**src/rtl/wsync_pkg.sv**
```systemverilog
package wsync_pkg;

    localparam int ADDR_W = 8;
    localparam int DATA_W = 8;

    typedef logic [ADDR_W-1:0] addr_t;
    typedef logic [DATA_W-1:0] data_t;

    typedef struct packed {
        addr_t addr;
        data_t data;
    } wreq_t;

    typedef enum logic [1:0] {
        WK_NONE = 2'd0,
        WK_CTRL = 2'd1,
        WK_SC   = 2'd2,
        WK_PASS = 2'd3
    } wkind_e;

    typedef enum logic {
        ST_IDLE = 1'b0,
        ST_HOLD = 1'b1
    } hstate_e;

    function automatic logic in_window(addr_t a, addr_t lo, addr_t hi);
        return (a >= lo) && (a <= hi);
    endfunction

endpackage

```
**src/rtl/wsync_edge_det.sv**
```systemverilog
module wsync_edge_det #(
    parameter bit RISING = 1'b1
) (
    input  logic clk,
    input  logic rst,
    input  logic sig_i,
    output logic edge_o
);
    logic sig_q;

    always_ff @(posedge clk) begin
        if (rst) sig_q <= 1'b0;
        else     sig_q <= sig_i;
    end

    generate
        if (RISING) begin : g_rise
            assign edge_o = sig_i & ~sig_q;
        end else begin : g_fall
            assign edge_o = ~sig_i & sig_q;
        end
    endgenerate
endmodule

```
**src/rtl/wsync_decode.sv**
```systemverilog
module wsync_decode
    import wsync_pkg::*;
#(
    parameter addr_t SC_LO     = 8'h80,
    parameter addr_t SC_HI     = 8'h9F,
    parameter addr_t CTRL_ADDR = 8'hC3
) (
    input  logic   wr_i,
    input  addr_t  addr_i,
    output wkind_e kind_o
);
    always_comb begin
        if (!wr_i)                            kind_o = WK_NONE;
        else if (addr_i == CTRL_ADDR)         kind_o = WK_CTRL;
        else if (in_window(addr_i, SC_LO, SC_HI)) kind_o = WK_SC;
        else                                  kind_o = WK_PASS;
    end
endmodule

```
**src/rtl/wsync_ctrl.sv**
```systemverilog
module wsync_ctrl (
    input  logic clk,
    input  logic rst,
    input  logic we_i,
    input  logic en_bit_i,
    output logic en_o
);
    always_ff @(posedge clk) begin
        if (rst)       en_o <= 1'b0;
        else if (we_i) en_o <= en_bit_i;
    end
endmodule

```
**src/rtl/wsync_hold.sv**
```systemverilog
module wsync_hold
    import wsync_pkg::*;
(
    input  logic   clk,
    input  logic   rst,
    input  wkind_e kind_i,
    input  wreq_t  req_i,
    input  logic   en_i,
    input  logic   phi1_rise_i,
    output logic   stall_o,
    output logic   out_vld_o,
    output wreq_t  out_req_o,
    output logic   hold_o,
    output wreq_t  held_o
);
    hstate_e st_q;
    wreq_t   held_q;
    logic    take, pass, rel;

    always_comb begin
        take    = (st_q == ST_IDLE) && (kind_i == WK_SC) && en_i;
        pass    = (st_q == ST_IDLE) &&
                  ((kind_i == WK_PASS) || ((kind_i == WK_SC) && !en_i));
        rel     = (st_q == ST_HOLD) && phi1_rise_i;
        stall_o = take || ((st_q == ST_HOLD) && !phi1_rise_i);
    end

    always_ff @(posedge clk) begin
        if (rst) begin
            st_q      <= ST_IDLE;
            held_q    <= '0;
            out_vld_o <= 1'b0;
            out_req_o <= '0;
        end else begin
            if (take)     st_q <= ST_HOLD;
            else if (rel) st_q <= ST_IDLE;
            if (take) held_q <= req_i;
            out_vld_o <= pass || rel;
            if (rel)       out_req_o <= held_q;
            else if (pass) out_req_o <= req_i;
        end
    end

    assign hold_o = (st_q == ST_HOLD);
    assign held_o = held_q;
endmodule

```
**src/rtl/sc_write_sync.sv**
```systemverilog
module sc_write_sync
    import wsync_pkg::*;
#(
    parameter addr_t SC_LO     = 8'h80,
    parameter addr_t SC_HI     = 8'h9F,
    parameter addr_t CTRL_ADDR = 8'hC3,
    parameter int    EN_BIT    = 0
) (
    input  logic              clk,
    input  logic              rst,
    input  logic              cpu_wr_i,
    input  logic [ADDR_W-1:0] cpu_addr_i,
    input  logic [DATA_W-1:0] cpu_data_i,
    output logic              cpu_stall_o,
    input  logic              phi1_i,
    input  logic              phi2_i,
    output logic              reg_wr_o,
    output logic [ADDR_W-1:0] reg_addr_o,
    output logic [DATA_W-1:0] reg_data_o,
    output logic              col_irq_o
);
    wkind_e kind;
    wreq_t  req, out_req, held;
    logic   sync_en, hold_active, phi1_rise, phi2_fall, ctrl_we;
    addr_t  held_addr;

    assign req = '{addr: cpu_addr_i, data: cpu_data_i};

    wsync_decode #(.SC_LO(SC_LO), .SC_HI(SC_HI), .CTRL_ADDR(CTRL_ADDR)) dec_i (
        .wr_i   (cpu_wr_i),
        .addr_i (cpu_addr_i),
        .kind_o (kind)
    );

    assign ctrl_we = (kind == WK_CTRL) && !hold_active;

    wsync_ctrl ctrl_i (
        .clk      (clk),
        .rst      (rst),
        .we_i     (ctrl_we),
        .en_bit_i (cpu_data_i[EN_BIT]),
        .en_o     (sync_en)
    );

    wsync_edge_det #(.RISING(1'b1)) ph1_i (
        .clk (clk), .rst (rst), .sig_i (phi1_i), .edge_o (phi1_rise)
    );

    wsync_edge_det #(.RISING(1'b0)) ph2_i (
        .clk (clk), .rst (rst), .sig_i (phi2_i), .edge_o (phi2_fall)
    );

    wsync_hold hold_i (
        .clk         (clk),
        .rst         (rst),
        .kind_i      (kind),
        .req_i       (req),
        .en_i        (sync_en),
        .phi1_rise_i (phi1_rise),
        .stall_o     (cpu_stall_o),
        .out_vld_o   (reg_wr_o),
        .out_req_o   (out_req),
        .hold_o      (hold_active),
        .held_o      (held)
    );

    assign held_addr  = held.addr;
    assign reg_addr_o = out_req.addr;
    assign reg_data_o = out_req.data;

    always_ff @(posedge clk) begin
        if (rst) col_irq_o <= 1'b0;
        else     col_irq_o <= phi2_fall;
    end
endmodule

```
**config.mk**
```make
export PLATFORM = sky130hd
export DESIGN_NAME = sc_write_sync
export DESIGN_NICKNAME = d
export VERILOG_FILES = /design/src/rtl/wsync_pkg.sv /design/src/rtl/wsync_edge_det.sv /design/src/rtl/wsync_decode.sv /design/src/rtl/wsync_ctrl.sv /design/src/rtl/wsync_hold.sv /design/src/rtl/sc_write_sync.sv
export SDC_FILE = /design/constraint.sdc
export NUM_CORES = 1
export LEC_CHECK = 0
export ABC_CLOCK_PERIOD_IN_PS = 1890
export BUFFER_PORTS_ARGS = -buffer_cell sky130_fd_sc_hd__buf_2
export CAP_MARGIN = 10
export CORE_MARGIN = 5
export CORE_UTILIZATION = 47
export CTS_CLUSTER_DIAMETER = 120
export DETAILED_ROUTE_END_ITERATION = 8
export PLACE_DENSITY = 0.72
export SLEW_MARGIN = 20
export SYNTH_ARGS = -nofsm -noshare
export SYNTH_HDL_FRONTEND = slang
export SYNTH_HIERARCHICAL = 1
export SYNTH_SLANG_ARGS = --single-unit
export TNS_END_PERCENT = 50
```
**constraint.sdc**
```tcl
create_clock -name clk -period 1.89 [get_ports clk]
set_input_delay 0.378 -clock clk [delete_from_list [all_inputs] [get_ports clk]]
set_output_delay 0.378 -clock clk [all_outputs]
set_load 0.05 [all_outputs]
```
Word level (Yosys, flattened, before mapping)

Cells that the tools add are included.
W data, S select, Z words.

Register bits: 38
Input bits: 21
Output and inout port bits: 19

$lt $le $gt $ge: 2
Equality and inequality tests: 4
Mux-type cells: 7
Bitwise operators: 5
Reduce and logical (&&, ||, !) cells: 16

Operators with widths:

| cell                 | number |
|---|---|
| $mux W16             | 2 |
| $eq A8 B8 Y1 const B | 1 |
| $ge A8 B8 Y1 const B | 1 |
| $le A8 B8 Y1 const B | 1 |
| $logic_and A1 B1 Y1  | 8 |
| $eq A2 B2 Y1 const B | 2 |
| $mux W2              | 2 |
| $reduce_bool A2 Y1   | 2 |
| $logic_not A1 Y1     | 3 |
| $logic_or A1 B1 Y1   | 3 |
| $mux W1              | 3 |
| $not A1 Y1           | 3 |
| $and A1 B1 Y1        | 2 |
| $eq A2 B1 Y1 const B | 1 |

Logic depth before layout (Yosys ltp)

Gate-level depths: netlist (run 1).

Depth in word-level cells: 11
Mapped depth: 8
Gate-level depth less buffers: 5

Cells and area by module

Netlist (run 1), hierarchy kept.

Modules (own cells, without submodules):

| module                  | times used | cells an instance | area each (um2) | seq. area each (um2) |
|---|---|---|---|---|
| wsync_hold              | 1          | 173               | 1436.4          | 680.7 |
| wsync_edge_det at ph1_i | 1          | 3                 | 47.5            | 20.0 |
| wsync_decode            | 1          | 5                 | 40.0            | 0.0 |
| sc_write_sync           | 1          | 3                 | 38.8            | 20.0 |
| wsync_edge_det at ph2_i | 1          | 3                 | 35.0            | 20.0 |
| wsync_ctrl              | 1          | 3                 | 33.8            | 20.0 |

Worst setup path after synthesis (run 1)

Ideal clock, no wire load.

Path kind: input-to-reg
Start: in cpu_addr_i[5]
End: reg hold_i.st_q, in the netlist hold_i/hold_o
Setup time: 131 ps
Arrival time: 1869 ps
Required time: 1759 ps
Setup slack: -109 ps
Cell stages on the path: 6
Path buffers: 1
Cell sequence: nand4bb_1 -> o41a_1 -> nand4bb_1 -> clkbuf_1 -> o21ai_1 -> nor2b_1

Elaborated cells on any way between the ends: 12
Those cells by class: order compare (2); eq/ne (2); mux (4); reduce/logical (4)

RTL lines:

| what                                                 | line                | RTL |
|---|---|---|
| start: declaration                                   | sc_write_sync.sv:12 | `input logic [ADDR_W-1:0] cpu_addr_i,` |
| $eq A8 B8 Y1 (*)                                     | wsync_decode.sv:14  | `else if (addr_i == CTRL_ADDR) kind_o = WK_CTRL;` |
| $mux W2 (*)                                          | wsync_decode.sv:14  |  |
| $mux W2 (*)                                          | wsync_decode.sv:13  | `if (!wr_i) kind_o = WK_NONE;` |
| via kind[1]                                          | sc_write_sync.sv:22 | `wkind_e kind;` |
| $eq A2 B2 Y1 (*)                                     | wsync_hold.sv:21    | `take = (st_q == ST_IDLE) && (kind_i == WK_SC) && en_i;` |
| $logic_and A1 B1 Y1 (*) (2 in a row)                 | wsync_hold.sv:21    |  |
| $mux W1 / $reduce_bool A2 Y1 (equally long branches) | n/a                 |  |
| end signal: assignment                               | wsync_hold.sv:30    | `st_q <= ST_IDLE;` |
| end signal: assignment                               | wsync_hold.sv:35    | `if (take) st_q <= ST_HOLD;` |
| end signal: assignment                               | wsync_hold.sv:36    | `else if (rel) st_q <= ST_IDLE;` |
| end: declaration                                     | wsync_hold.sv:16    | `hstate_e st_q;` |

Mark *: on every way through the listed nets, which the timed path passes. The rest lies on a longest branch.
A chain may end at the register's enable or synchronous reset.

Final worst setup path (run 1)

Start: in cpu_addr_i[2]
End: out cpu_stall_o

Elaborated cells on any way between the ends: 11
Those cells by class: order compare (2); eq/ne (2); mux (3); reduce/logical (4)

RTL lines:

| what                             | line                | RTL |
|---|---|---|
| $eq A8 B8 Y1                     | wsync_decode.sv:14  |  |
| $mux W2                          | wsync_decode.sv:14  |  |
| $mux W2                          | wsync_decode.sv:13  |  |
| via kind[1]                      | sc_write_sync.sv:22 |  |
| $eq A2 B2 Y1                     | wsync_hold.sv:21    |  |
| $logic_and A1 B1 Y1 (2 in a row) | wsync_hold.sv:21    |  |
| $logic_or A1 B1 Y1               | wsync_hold.sv:25    | `stall_o = take \|\| ((st_q == ST_HOLD) && !phi1_rise_i);` |
| end: declaration                 | sc_write_sync.sv:14 | `output logic cpu_stall_o,` |

The timed path passes the listed nets, and every way through them passes these cells.

==> summary.json, run 1 <==
{
  "numClockSinks": {"value": 38},
  "pwr_density_cell": {"value": 910, "unit": "nW/um2"},
  "hold_viol": {"value": 0},
  "insertion_delay": {"value": 0.34, "unit": "ns"},
  "final_period_minus_worst_setup_slack": {"value": 1.83, "unit": "ns"},
  "cts_inserted_buffers": {"value": 5},
  "layout.cells.most_common_list": {"value": "sky130_fd_sc_hd__dfxtp_1 (38), sky130_fd_sc_hd__buf_2 (36), sky130_fd_sc_hd__nand2_1 (34)"},
  "yosysWarnings": {"value": 6},
  "post_synth_instance_area": {"value": 1630, "unit": "um2"},
  "die_outline_area": {"value": 4750, "unit": "um2"},
  "clock_tree.root_cell": {"value": "sky130_fd_sc_hd__clkbuf_4"},
  "detailedPlace.worstSlack": {"value": -0.00571, "unit": "ns"},
  "grt_pass1_wl": {"value": 6590, "unit": "um"},
  "synth.yosys.seq_area_share": {"value": 46.6, "unit": "%"},
  "clock_path_buffers": {"value": 2},
  "finalHoldWorstSlack": {"value": 0.248, "unit": "ns"},
  "yosys.cell_types.count": {"value": 24},
  "via_count": {"value": 1463},
  "postSynthRegisterBits": {"value": 38},
  "grtUsageTotal": {"value": 18.8, "unit": "%"},
  "critPathCaptureType": {"value": "output pin"},
  "final_net_count": {"value": 256},
  "postSynthAreaPerCell": {"value": 8.59, "unit": "um2"},
  "io-pin-count": {"value": 40},
  "grt_overflow": {"value": 0},
  "clkSlewWorstSetupHoldPaths": {"value": 0.11, "unit": "ns"},
  "place.gp.congestion": {"value": 0.762},
  "io_buffers": {"value": 39},
  "drt_first_iter_violations": {"value": 157},
  "cp.required": {"value": 1.51, "unit": "ns"},
  "grt_pass1_vias": {"value": 1424},
  "max_clock_freq": {"value": 0.547, "unit": "GHz"},
  "report.power.total": {"value": 1920, "unit": "uW"},
  "most_common_library_cell_in_the_layout_ignoring_fill_and_taps": {"value": "sky130_fd_sc_hd__dfxtp_1"},
  "drc": {"value": 0},
  "cap_violations": {"value": 0},
  "worst_clock_skew": {"value": 0.0135, "unit": "ns"},
  "syn_inst": {"value": 190},
  "dpl.hpwl": {"value": 2730, "unit": "um"},
  "via_per_inst": {"value": 5.19},
  "layout.cells.non_filler": {"value": 282},
  "cellLeakagePower": {"value": 0.000865, "unit": "uW"},
  "status": {"value": "complete, no violations"},
  "worstPathMaxFanout": {"value": 3},
  "design.core.area": {"value": 3340, "unit": "um2"},
  "drt-wirelength-per-cell": {"value": 13.9, "unit": "um"},
  "tritoncts": {"value": "done"},
  "die_width": {"value": 68.9, "unit": "um"},
  "crit_type": {"value": "in2out"},
  "worst_hold_class": {"value": "in2reg"},
  "synth_fp_nets": {"value": 211},
  "fin_setup_tns": {"value": 0, "unit": "ns"},
  "drt_wl_total": {"value": 3910, "unit": "um"},
  "antenna_violating_nets_post_route": {"value": 0},
  "placement_rows": {"value": 21},
  "place.detailed.instances": {"value": 273},
  "setup_viol": {"value": 0},
  "rsz0062_at_grt": {"value": "true"},
  "grt_max_degree": {"value": 38},
  "start_kind": {"value": "primary input"},
  "crit_arrival": {"value": 1.45, "unit": "ns"},
  "start_util": {"value": 48.9, "unit": "%"},
  "htreeDepth": {"value": 2},
  "layout_worst_path_cycle_share": {"value": 96.8, "unit": "%"},
  "timing.max_slew.rel_slack": {"value": 77.9, "unit": "%"},
  "worstMarginPinSlew": {"value": 0.331, "unit": "ns"},
  "number_of_max_slew_violations_in_the_final_report": {"value": 0},
  "num_antenna_cells": {"value": 0},
  "finalWorstSetupSlack": {"value": 0.0612, "unit": "ns"},
  "grt_antenna_before_repair": {"value": 0},
  "ir_worst_vdd": {"value": 0.621, "unit": "mV"},
  "post_route_cells_drive_above_1_share": {"value": 33.1, "unit": "%"},
  "syn_to_final_growth": {"value": 29.1, "unit": "%"},
  "drt_pre_antenna_iters": {"value": 4},
  "die_height": {"value": 68.9, "unit": "um"}
}
-- path summary, 6_finish.rpt --
kind	slack [ns]	to	from	cells after the start
worst max-delay path	0.06	cpu_stall_o	cpu_addr_i[2]	6
worst min-delay path	0.25	ph1_i/sig_q	rst	2
worst max register to register	0.33	hold_i/out_req_o[4]	hold_i/hold_o	4
worst min register to register	0.46	hold_i/held_o[5]	hold_i/held_o[5]	2
-- per-layer routing --
layer	GRT usage, %	routed length [um]	up-vias
li1	-	-	747
met1	22.1	1780	677
met2	32.3	1880	35
met3	5.83	214	4
met4	6.57	40	0
met5	0	0	-
-- area by class of cell --
| class | instances | area (um2) |
|---|---|---|
| fill | 307 | 1230 |
| multi-input combinational | 134 | 793 |
| inverter | 2 | 7.51 |
| clock buffer | 6 | 51.3 |
| sequential | 38 | 761 |
| clock inverter | 2 | 60.1 |
| timing repair buffer | 54 | 377 |
| tap | 46 | 57.6 |
-- flip-flops by register name, summed over array words and instances (netlist names) --
register          flops
hold_i/hold_o         1
ph1_i/sig_q           1
hold_i/out_req_o     16
hold_i/out_vld_o      1
ctrl_i/en_o           1
col_irq_o             1
hold_i/held_o        16
ph2_i/sig_q           1
-- worst max-delay path: stages --
cell                        delay [ns]
sky130_fd_sc_hd__buf_6            0.10
sky130_fd_sc_hd__nand4bb_1        0.17
sky130_fd_sc_hd__o41a_1           0.42
sky130_fd_sc_hd__nand4bb_1        0.15
sky130_fd_sc_hd__o21ai_2          0.08
sky130_fd_sc_hd__buf_6            0.15
-- through the flow --
step                util [%]  instance area, um2
CTS                     62.4                2080
global placement        59.0                1970
global route            63.1                2110
finish                  63.1                2110
detailed placement      59.0                1970
floorplan                  -                1640
-- cells by family (layout without fill, tap and decap cells) --
kind of cell,count (synthesis),in the layout,synth area share (%)
AOI/OAI and AO/OA,36,36,19.4
DFF,38,38,46.6
buffers and inverters,18,64,5.37
and+or+nand+nor,97,97,28.0
muxes,1,1,0.614
-- synth_stat cells --
cell type                    n  area, um2
sky130_fd_sc_hd__mux2i_1     1       10.0
sky130_fd_sc_hd__a21oi_1    17       85.1
sky130_fd_sc_hd__nor2_1     33        124
sky130_fd_sc_hd__inv_1       2       7.51
sky130_fd_sc_hd__clkbuf_1   10       37.5
sky130_fd_sc_hd__o21ai_1     1       5.00
sky130_fd_sc_hd__o31a_2      1       10.0
sky130_fd_sc_hd__a2111oi_2   9        135
sky130_fd_sc_hd__nor2b_1     4       25.0
sky130_fd_sc_hd__o41a_1      1       11.3
sky130_fd_sc_hd__nor2b_4     2       27.5
sky130_fd_sc_hd__nor4bb_1    1       10.0
sky130_fd_sc_hd__a2111oi_1   7       70.1
sky130_fd_sc_hd__and2_1      1       6.26
sky130_fd_sc_hd__buf_2       4       20.0
sky130_fd_sc_hd__or2_1       1       6.26
sky130_fd_sc_hd__nand2_1    34        128
sky130_fd_sc_hd__nand2b_1    1       6.26
sky130_fd_sc_hd__buf_6       2       22.5
sky130_fd_sc_hd__nor3b_2     1       12.5
sky130_fd_sc_hd__nor3_1     16       80.1
sky130_fd_sc_hd__nand4bb_1   2       22.5
sky130_fd_sc_hd__nor2b_2     1       8.76
sky130_fd_sc_hd__dfxtp_1    38        761
-- report_power, final --
| group | internal (uW) | switching [uW] | leakage, uW |
|---|---|---|---|
| combinational | 121 | 222 | 0.000495 |
| sequential | 840 | 18.2 | 0.000311 |
| clock | 448 | 267 | 0.0000585 |
| total | 1410 | 508 | 0.000865 |
-- timing repair --
item / in CTS / in global routing
resized for setup: 0 / 7
endpoints found under the setup margin: 0 / 1
hold buffers: 0 / 0
setup buffers: 0 / 1
(Power assumes the default switching activity.)
==> inputs of run 2 (changes only) <==
--- a/config.mk
+++ b/config.mk
@@ -5,11 +5,12 @@
 export SDC_FILE = /design/constraint.sdc
 export NUM_CORES = 1
 export LEC_CHECK = 0
-export ABC_CLOCK_PERIOD_IN_PS = 1890
+export ABC_CLOCK_PERIOD_IN_PS = 1640
 export BUFFER_PORTS_ARGS = -buffer_cell sky130_fd_sc_hd__buf_2
 export CAP_MARGIN = 10
-export CORE_MARGIN = 5
+export CORE_MARGIN = 2
 export CORE_UTILIZATION = 47
+export CTS_BUF_LIST = sky130_fd_sc_hd__clkbuf_16
 export CTS_CLUSTER_DIAMETER = 120
 export DETAILED_ROUTE_END_ITERATION = 8
 export PLACE_DENSITY = 0.72
==> constraint.sdc (replaced) <==
create_clock -name clk -period 1.64 [get_ports clk]
set_input_delay 0.328 -clock clk [delete_from_list [all_inputs] [get_ports clk]]
set_output_delay 0.328 -clock clk [all_outputs]
set_load 0.05 [all_outputs]
==> run 2 against run 1 <==
  * The run now ends with setup timing left
  * Combinational power grew 25%
  * Non-clock buffer count grew 12
  * Utilization grew 5.6 points
  * Critical endpoint unchanged
  * Largest power group is now clock
==> summary.json, run 2 (same netlist as run 1, synthesis figures left out) <==
{
  "status": {"value": "finished, violations left"},
  "failed_checks": {"value": "setup timing"},
  "final_core_utilization": {"value": 68.8, "unit": "%"},
  "worstMarginPinSlew": {"value": 0.395, "unit": "ns"},
  "drt_pre_antenna_iters": {"value": 4},
  "critPathCaptureType": {"value": "output pin"},
  "regToRegEndpoint": {"value": "hold_i/out_req_o[4]"},
  "clock_path_buffers": {"value": 2},
  "worst_hold_class": {"value": "in2reg"},
  "io_buffers": {"value": 39},
  "die_width": {"value": 62.9, "unit": "um"},
  "number_of_max_slew_violations_in_the_final_report": {"value": 0},
  "layout.cells.most_common_list": {"value": "sky130_fd_sc_hd__dfxtp_1 (38), sky130_fd_sc_hd__buf_2 (36), sky130_fd_sc_hd__nand2_1 (34)"},
  "crit_arrival": {"value": 1.38, "unit": "ns"},
  "timing.hold.worst_endpoint": {"value": "ph2_i/sig_q"},
  "num_antenna_cells": {"value": 0},
  "drt_wl_total": {"value": 4010, "unit": "um"},
  "worst_clock_skew": {"value": 0.00207, "unit": "ns"},
  "hold_viol": {"value": 0},
  "drt-wirelength-per-cell": {"value": 13.7, "unit": "um"},
  "final_period_minus_worst_setup_slack": {"value": 1.71, "unit": "ns"},
  "reg2reg_from": {"value": "hold_i/hold_o"},
  "timing.max_slew.rel_slack": {"value": 73.4, "unit": "%"},
  "p_sw_share": {"value": 25.8, "unit": "%"},
  "die_outline_area": {"value": 3960, "unit": "um2"},
  "grt_antenna_before_repair": {"value": 0},
  "setup_viol": {"value": 1},
  "htreeDepth": {"value": 2},
  "crit_slowest_cell": {"value": "sky130_fd_sc_hd__o41a_1"},
  "switching_power": {"value": 637, "unit": "uW"},
  "insertion_delay": {"value": 0.27, "unit": "ns"},
  "dpl.hpwl": {"value": 2800, "unit": "um"},
  "most_common_library_cell_in_the_layout_ignoring_fill_and_taps": {"value": "sky130_fd_sc_hd__dfxtp_1"},
  "grt_overflow": {"value": 0},
  "power.share.combinational": {"value": 17.5, "unit": "%"},
  "design.core.area": {"value": 3340, "unit": "um2"},
  "via_per_inst": {"value": 5.30},
  "rsz0062_at_grt": {"value": "true"},
  "final_net_count": {"value": 268},
  "crit_type": {"value": "in2out"},
  "critical_path.cell_chain": {"value": "buf_6 > nand4bb_1 > o41a_1 > nand4bb_1 > o21ai_4 > buf_6"},
  "max_clock_freq": {"value": 0.585, "unit": "GHz"},
  "syn_to_final_growth": {"value": 40.6, "unit": "%"},
  "via_count": {"value": 1553},
  "layout_worst_path_cycle_share": {"value": 104, "unit": "%"},
  "place.gp.congestion": {"value": 0.754},
  "worstHoldStart": {"value": "phi2_i"},
  "clkSlewWorstSetupHoldPaths": {"value": 0.05, "unit": "ns"},
  "cp.buffers_inverters": {"value": 2},
  "internal-power": {"value": 1830, "unit": "uW"},
  "start_util": {"value": 48.9, "unit": "%"},
  "cts_inserted_buffers": {"value": 5},
  "cellLeakagePower": {"value": 0.000946, "unit": "uW"},
  "placement_rows": {"value": 21},
  "tritoncts": {"value": "done"},
  "drc": {"value": 0},
  "cp.required": {"value": 1.31, "unit": "ns"},
  "die_height": {"value": 62.9, "unit": "um"},
  "power_frac_clock": {"value": 42.3, "unit": "%"},
  "drt_first_iter_violations": {"value": 76},
  "worstPathMaxFanout": {"value": 3},
  "grt_max_degree": {"value": 19},
  "grt_pass1_wl": {"value": 6510, "unit": "um"},
  "num-fill-cells": {"value": 290},
  "start_kind": {"value": "primary input"},
  "finalWorstSetupSlack": {"value": -0.0687, "unit": "ns"},
  "post_route_cells_drive_above_1_share": {"value": 36.0, "unit": "%"},
  "cp_top_family": {"value": "compound AO/OA/AOI/OAI gates"},
  "grt_pass1_vias": {"value": 1429},
  "power.share.sequential": {"value": 40.2, "unit": "%"},
  "ir_worst_vdd": {"value": 0.671, "unit": "mV"},
  "numClockSinks": {"value": 38},
  "r2r.worst_path.cells": {"value": 4},
  "finalHoldWorstSlack": {"value": 0.281, "unit": "ns"},
  "clock_tree.root_cell": {"value": "sky130_fd_sc_hd__clkbuf_16"},
  "grtUsageTotal": {"value": 20.9, "unit": "%"},
  "critical_path.max_stage_delay": {"value": 0.36, "unit": "ns"},
  "io-pin-count": {"value": 40},
  "antenna_violating_nets_post_route": {"value": 0},
  "worst_hold_path.num_cells": {"value": 2},
  "cap_violations": {"value": 0},
  "ff_to_ff_setup_slack": {"value": 0.18, "unit": "ns"},
  "pwr_density_cell": {"value": 1070, "unit": "nW/um2"}
}
[run 2: cell count changes in the layout (fill, tap and decap cells not counted), sizes merged]
cell	before	now
buf	54	66
clkbuf	6	5
bufinv	2	1
clkinv	0	1
[run 2: per-stage QoR]
step	worst slack [ns]	area, um2	TNS [ns]	total power [uW]	instances
after global routing	-0.115	2290	-0.115	2550	293
after CTS	-0.0655	2290	-0.0655	2480	293
final	-0.0687	2290	-0.0687	2470	293
after detailed placement	-0.204	2100	-3.44	1440	285
after global placement	-0.120	2100	-2.57	1430	285
after floorplan	-0.0302	1730	-0.520	1310	190
[run 2: routing by layer]
metal | up-vias | routed length, um | part of all wire [%] | global-route usage (%)
met2 | 39 | 2050 | 51 | 36.8
met4 | 0 | 20 | 0.50 | 7.50
met1 | 746 | 1770 | 44 | 25.6
li1 | 766 | - | - | -
met5 | - | 0 | 0 | 0
met3 | 2 | 166 | 4.1 | 3.24
[run 2: final cells by class]
| type | instances | area [um2] | area share (%) |
|---|---|---|---|
| Timing Repair Buffer | 66 | 442 | 19.2 |
| Sequential cell | 38 | 761 | 33.2 |
| Inverter | 2 | 7.51 | 0.327 |
| Clock buffer | 5 | 125 | 5.45 |
| Multi-Input combinational cell | 134 | 868 | 37.8 |
| Tap cell | 46 | 57.6 | 2.51 |
| Clock inverter | 2 | 33.8 | 1.47 |
[run 2: repair_timing]
item                       4_1_cts  5_1_grt
setup buffers                    1        0
setup endpoints to repair        1        2
gates resized for setup          4        1
gates cloned                     0        0
hold buffers                     0        0
[run 2: how the worst max path moves through the flow]
stage,from,cells past startpoint,endpoint
floorplan,cpu_addr_i[5],6,hold_i/held_o[10]
global placement,cpu_addr_i[5],6,cpu_stall_o
detailed placement,cpu_addr_i[5],7,hold_i/out_req_o[4]
CTS,cpu_addr_i[5],6,cpu_stall_o
global route,cpu_addr_i[5],6,cpu_stall_o
finish,cpu_addr_i[5],6,cpu_stall_o
[run 2: power by group through the flow]
stage / registers, uW / clock network (uW) / logic (uW)
floorplan: 1140 / 0 / 174
global placement: 1010 / 0 / 419
detailed placement: 1010 / 0 / 423
CTS: 992 / 1060 / 430
global route: 997 / 1090 / 459
finish: 992 / 1040 / 431
==> inputs of run 3 (changes only) <==
--- a/config.mk
+++ b/config.mk
@@ -5,15 +5,16 @@
 export SDC_FILE = /design/constraint.sdc
 export NUM_CORES = 1
 export LEC_CHECK = 0
-export ABC_CLOCK_PERIOD_IN_PS = 1640
+export ABC_AREA = 1
+export ABC_CLOCK_PERIOD_IN_PS = 1700
 export BUFFER_PORTS_ARGS = -buffer_cell sky130_fd_sc_hd__buf_2
 export CAP_MARGIN = 10
 export CORE_MARGIN = 2
-export CORE_UTILIZATION = 47
+export CORE_UTILIZATION = 53
 export CTS_BUF_LIST = sky130_fd_sc_hd__clkbuf_16
 export CTS_CLUSTER_DIAMETER = 120
 export DETAILED_ROUTE_END_ITERATION = 8
-export PLACE_DENSITY = 0.72
+export PLACE_DENSITY = 0.76
 export SLEW_MARGIN = 20
 export SYNTH_ARGS = -nofsm -noshare
 export SYNTH_HDL_FRONTEND = slang
==> constraint.sdc (replaced) <==
create_clock -name clk -period 1.7 [get_ports clk]
set_input_delay 0.34 -clock clk [delete_from_list [all_inputs] [get_ports clk]]
set_output_delay 0.34 -clock clk [all_outputs]
set_load 0.05 [all_outputs]
==> run 3 against run 2 <==
  * Setup slack gained 0.11 ns
  * Clock skew grew 0.0016 ns
  * Largest cell class unchanged
  * Highest routed layer unchanged
  * Critical path type unchanged
  * The flow now finishes without violations
  * Global-route usage grew 0.60 points
==> summary.json, run 3 <==
{
  "postSynthAreaPerCell": {"value": 6.64, "unit": "um2"},
  "crit_arrival": {"value": 1.31, "unit": "ns"},
  "postSynthRegisterBits": {"value": 38},
  "critical_path.cell_chain": {"value": "buf_2 > nand2_1 > inv_2 > nand2_1 > nor2_1 > nor2_1 > inv_2 > nor2_8 > nand2_4 > nand2_2 > buf_4"},
  "grt_max_degree": {"value": 33},
  "cp_top_family": {"value": "simple AND/OR/NAND/NOR gates"},
  "worstMarginPinSlew": {"value": 0.333, "unit": "ns"},
  "crit_type": {"value": "in2out"},
  "insertion_delay": {"value": 0.28, "unit": "ns"},
  "cts.repair_timing.setup_buffer_count": {"value": 0},
  "yosys.cell_count.top_type": {"value": "sky130_fd_sc_hd__nor2_1"},
  "grt_antenna_before_repair": {"value": 0},
  "finalWorstSetupSlack": {"value": 0.0450, "unit": "ns"},
  "io-pin-count": {"value": 40},
  "post_route_cells_drive_above_1_share": {"value": 22.4, "unit": "%"},
  "worstHoldStart": {"value": "phi1_i"},
  "synth_simple_gate_area_share": {"value": 36.1, "unit": "%"},
  "status": {"value": "complete, no violations"},
  "reg2reg_from": {"value": "ph1_i/sig_q"},
  "numClockSinks": {"value": 38},
  "hold_viol": {"value": 0},
  "num_antenna_cells": {"value": 0},
  "htreeDepth": {"value": 2},
  "design.core.area": {"value": 3340, "unit": "um2"},
  "timing.hold.worst_endpoint": {"value": "ph1_i/sig_q"},
  "post_cts_resize_count": {"value": 2},
  "setup_viol": {"value": 0},
  "die_outline_area": {"value": 3970, "unit": "um2"},
  "yosys.cell_types.count": {"value": 17},
  "p_sw_share": {"value": 29.4, "unit": "%"},
  "power_frac_clock": {"value": 38.4, "unit": "%"},
  "grtUsageTotal": {"value": 21.5, "unit": "%"},
  "drt_wl_total": {"value": 3900, "unit": "um"},
  "synth_top_family_by_area": {"value": "simple AND/OR/NAND/NOR gates"},
  "power.share.sequential": {"value": 42.3, "unit": "%"},
  "worst_clock_skew": {"value": 0.00363, "unit": "ns"},
  "most_common_library_cell_in_the_layout_ignoring_fill_and_taps": {"value": "sky130_fd_sc_hd__nor2_1"},
  "regToRegEndpoint": {"value": "hold_i/out_req_o[6]"},
  "yosys.area_share.xor_xnor": {"value": 0, "unit": "%"},
  "switching_power": {"value": 674, "unit": "uW"},
  "syn_inst": {"value": 278},
  "rsz0062_at_grt": {"value": "false"},
  "worst_hold_class": {"value": "in2reg"},
  "clock_tree.root_cell": {"value": "sky130_fd_sc_hd__clkbuf_16"},
  "detailed_place.area": {"value": 2120, "unit": "um2"},
  "synth-compound-area-share": {"value": 9.49, "unit": "%"},
  "clkSlewWorstSetupHoldPaths": {"value": 0.05, "unit": "ns"},
  "synth_fp_nets": {"value": 299},
  "post-synth-top-area-fraction": {"value": 41.2, "unit": "%"},
  "number_of_max_slew_violations_in_the_final_report": {"value": 0},
  "critical_path.max_stage_delay": {"value": 0.19, "unit": "ns"},
  "worst_hold_path.num_cells": {"value": 3},
  "grt_pass1_vias": {"value": 1526},
  "grt_overflow": {"value": 0},
  "io_buffers": {"value": 39},
  "start_kind": {"value": "primary input"},
  "layout.cells.most_common_list": {"value": "sky130_fd_sc_hd__nor2_1 (59), sky130_fd_sc_hd__nand2_1 (57), sky130_fd_sc_hd__buf_2 (38)"},
  "finalHoldWorstSlack": {"value": 0.277, "unit": "ns"},
  "drt-wirelength-per-cell": {"value": 10.6, "unit": "um"},
  "cts_hold_buf": {"value": 0},
  "cellLeakagePower": {"value": 0.00118, "unit": "uW"},
  "die_height": {"value": 63.0, "unit": "um"},
  "fin_setup_tns": {"value": 0, "unit": "ns"},
  "drt_pre_antenna_iters": {"value": 4},
  "synthFlopType": {"value": "sky130_fd_sc_hd__dfxtp_1"},
  "grt_pass1_wl": {"value": 6680, "unit": "um"},
  "start_util": {"value": 55.3, "unit": "%"},
  "pwr_density_cell": {"value": 1010, "unit": "nW/um2"},
  "die_width": {"value": 63.0, "unit": "um"},
  "tritoncts": {"value": "done"},
  "internal-power": {"value": 1620, "unit": "uW"},
  "via_per_inst": {"value": 4.76},
  "detailedPlace.worstSlack": {"value": 0.000601, "unit": "ns"},
  "drc": {"value": 0},
  "power.share.combinational": {"value": 19.3, "unit": "%"},
  "synthTopCellsByArea": {"value": "sky130_fd_sc_hd__dfxtp_1 (41%), sky130_fd_sc_hd__nor2_1 (12%), sky130_fd_sc_hd__nand2_1 (12%)"},
  "cp.buffers_inverters": {"value": 4},
  "layout_worst_path_cycle_share": {"value": 97.4, "unit": "%"},
  "timing.max_slew.rel_slack": {"value": 77.7, "unit": "%"},
  "placement_rows": {"value": 21},
  "antenna_violating_nets_post_route": {"value": 0},
  "via_count": {"value": 1746},
  "max_clock_freq": {"value": 0.604, "unit": "GHz"},
  "mux_cell_area_share_after_synthesis": {"value": 0, "unit": "%"},
  "worstPathMaxFanout": {"value": 3},
  "final_core_utilization": {"value": 67.8, "unit": "%"},
  "cp.required": {"value": 1.36, "unit": "ns"},
  "dpl.hpwl": {"value": 2630, "unit": "um"},
  "syn_to_final_growth": {"value": 22.4, "unit": "%"},
  "postSynth.asyncResetShare": {"value": 0, "unit": "%"},
  "synthDominantAreaCellType": {"value": "sky130_fd_sc_hd__dfxtp_1"},
  "ir_worst_vdd": {"value": 0.591, "unit": "mV"},
  "adder_and_majority_gate_portion_of_the_synthesized_area": {"value": 0, "unit": "%"},
  "critPathCaptureType": {"value": "output pin"},
  "synth.yosys.seq_area_share": {"value": 41.2, "unit": "%"},
  "stdcell_area": {"value": 2260, "unit": "um2"},
  "post_synth_instance_area": {"value": 1850, "unit": "um2"},
  "crit_slowest_cell": {"value": "sky130_fd_sc_hd__buf_4"},
  "drt_first_iter_violations": {"value": 128},
  "edff_count_synth": {"value": 0},
  "final_net_count": {"value": 341},
  "final_period_minus_worst_setup_slack": {"value": 1.65, "unit": "ns"},
  "synth.top_cells.by_count": {"value": "sky130_fd_sc_hd__nor2_1 (59), sky130_fd_sc_hd__nand2_1 (58), sky130_fd_sc_hd__dfxtp_1 (38)"},
  "r2r.worst_path.cells": {"value": 7},
  "cts_inserted_buffers": {"value": 5},
  "ff_to_ff_setup_slack": {"value": 0.31, "unit": "ns"},
  "cap_violations": {"value": 0},
  "clock_path_buffers": {"value": 2},
  "yosysWarnings": {"value": 6},
  "place.gp.congestion": {"value": 0.845}
}
[run 3: cell types whose count changed after synthesis, sizes merged, moves of 16 or more]
cell	change
nand3	+32
a2111oi	-16
nand2	+27
nor2	+30
nor3	-16
inv	+30
[run 3: cell families after synthesis]
| kind of cell | count (synthesis) |
|---|---|
| and+or+nand+nor | 156 |
| DFF | 38 |
| AOI/OAI and AO/OA | 35 |
| buffers and inverters | 49 |
[run 3: layout make-up]
type,count,area (um2)
inverter,32,123
clock inverter,3,16.3
tap,46,57.6
sequential,38,762
multi-input combinational,191,845
fill,326,1080
clock buffer,5,125
timing repair buffer,52,333
[run 3: through the flow]
stage	cells	total power, uW
floorplan	278	1310
global placement	359	1430
detailed placement	359	1430
CTS	367	2310
global route	367	2400
finish	367	2290
[run 3: worst max-delay path by stage]
stage / from / end / slack [ns] / cells after the start
after global placement: cpu_addr_i[0] / cpu_stall_o / 0.01 / 11
after global routing: cpu_addr_i[0] / cpu_stall_o / 0.007 / 11
after floorplan: cpu_addr_i[0] / cpu_stall_o / 0.11 / 10
after CTS: cpu_addr_i[0] / cpu_stall_o / 0.04 / 11
final: cpu_addr_i[0] / cpu_stall_o / 0.05 / 11
after detailed placement: cpu_addr_i[0] / cpu_stall_o / 0.0006 / 11
[run 3: worst min-delay path: cells and delay by family]
family / cells / cell delay (ns)
and+or+nand+nor: 1 / 0.07
buffers and inverters: 2 / 0.11
[run 3: power groups by stage]
stage          clock network (uW)  registers [uW]  logic (uW)
2_1_floorplan                   0            1120         196
3_3_place_gp                    0             989         439
3_5_place_dp                    0             990         440
4_1_cts                       899             971         443
5_1_grt                       936             979         489
6_report                      882             971         442
[run 3: per-layer routing]
metal | global-route usage (%) | wire [um]
met5 | 0 | 0
met4 | 11.7 | 66
met3 | 4.86 | 234
met2 | 32.2 | 1670
met1 | 28.7 | 1930
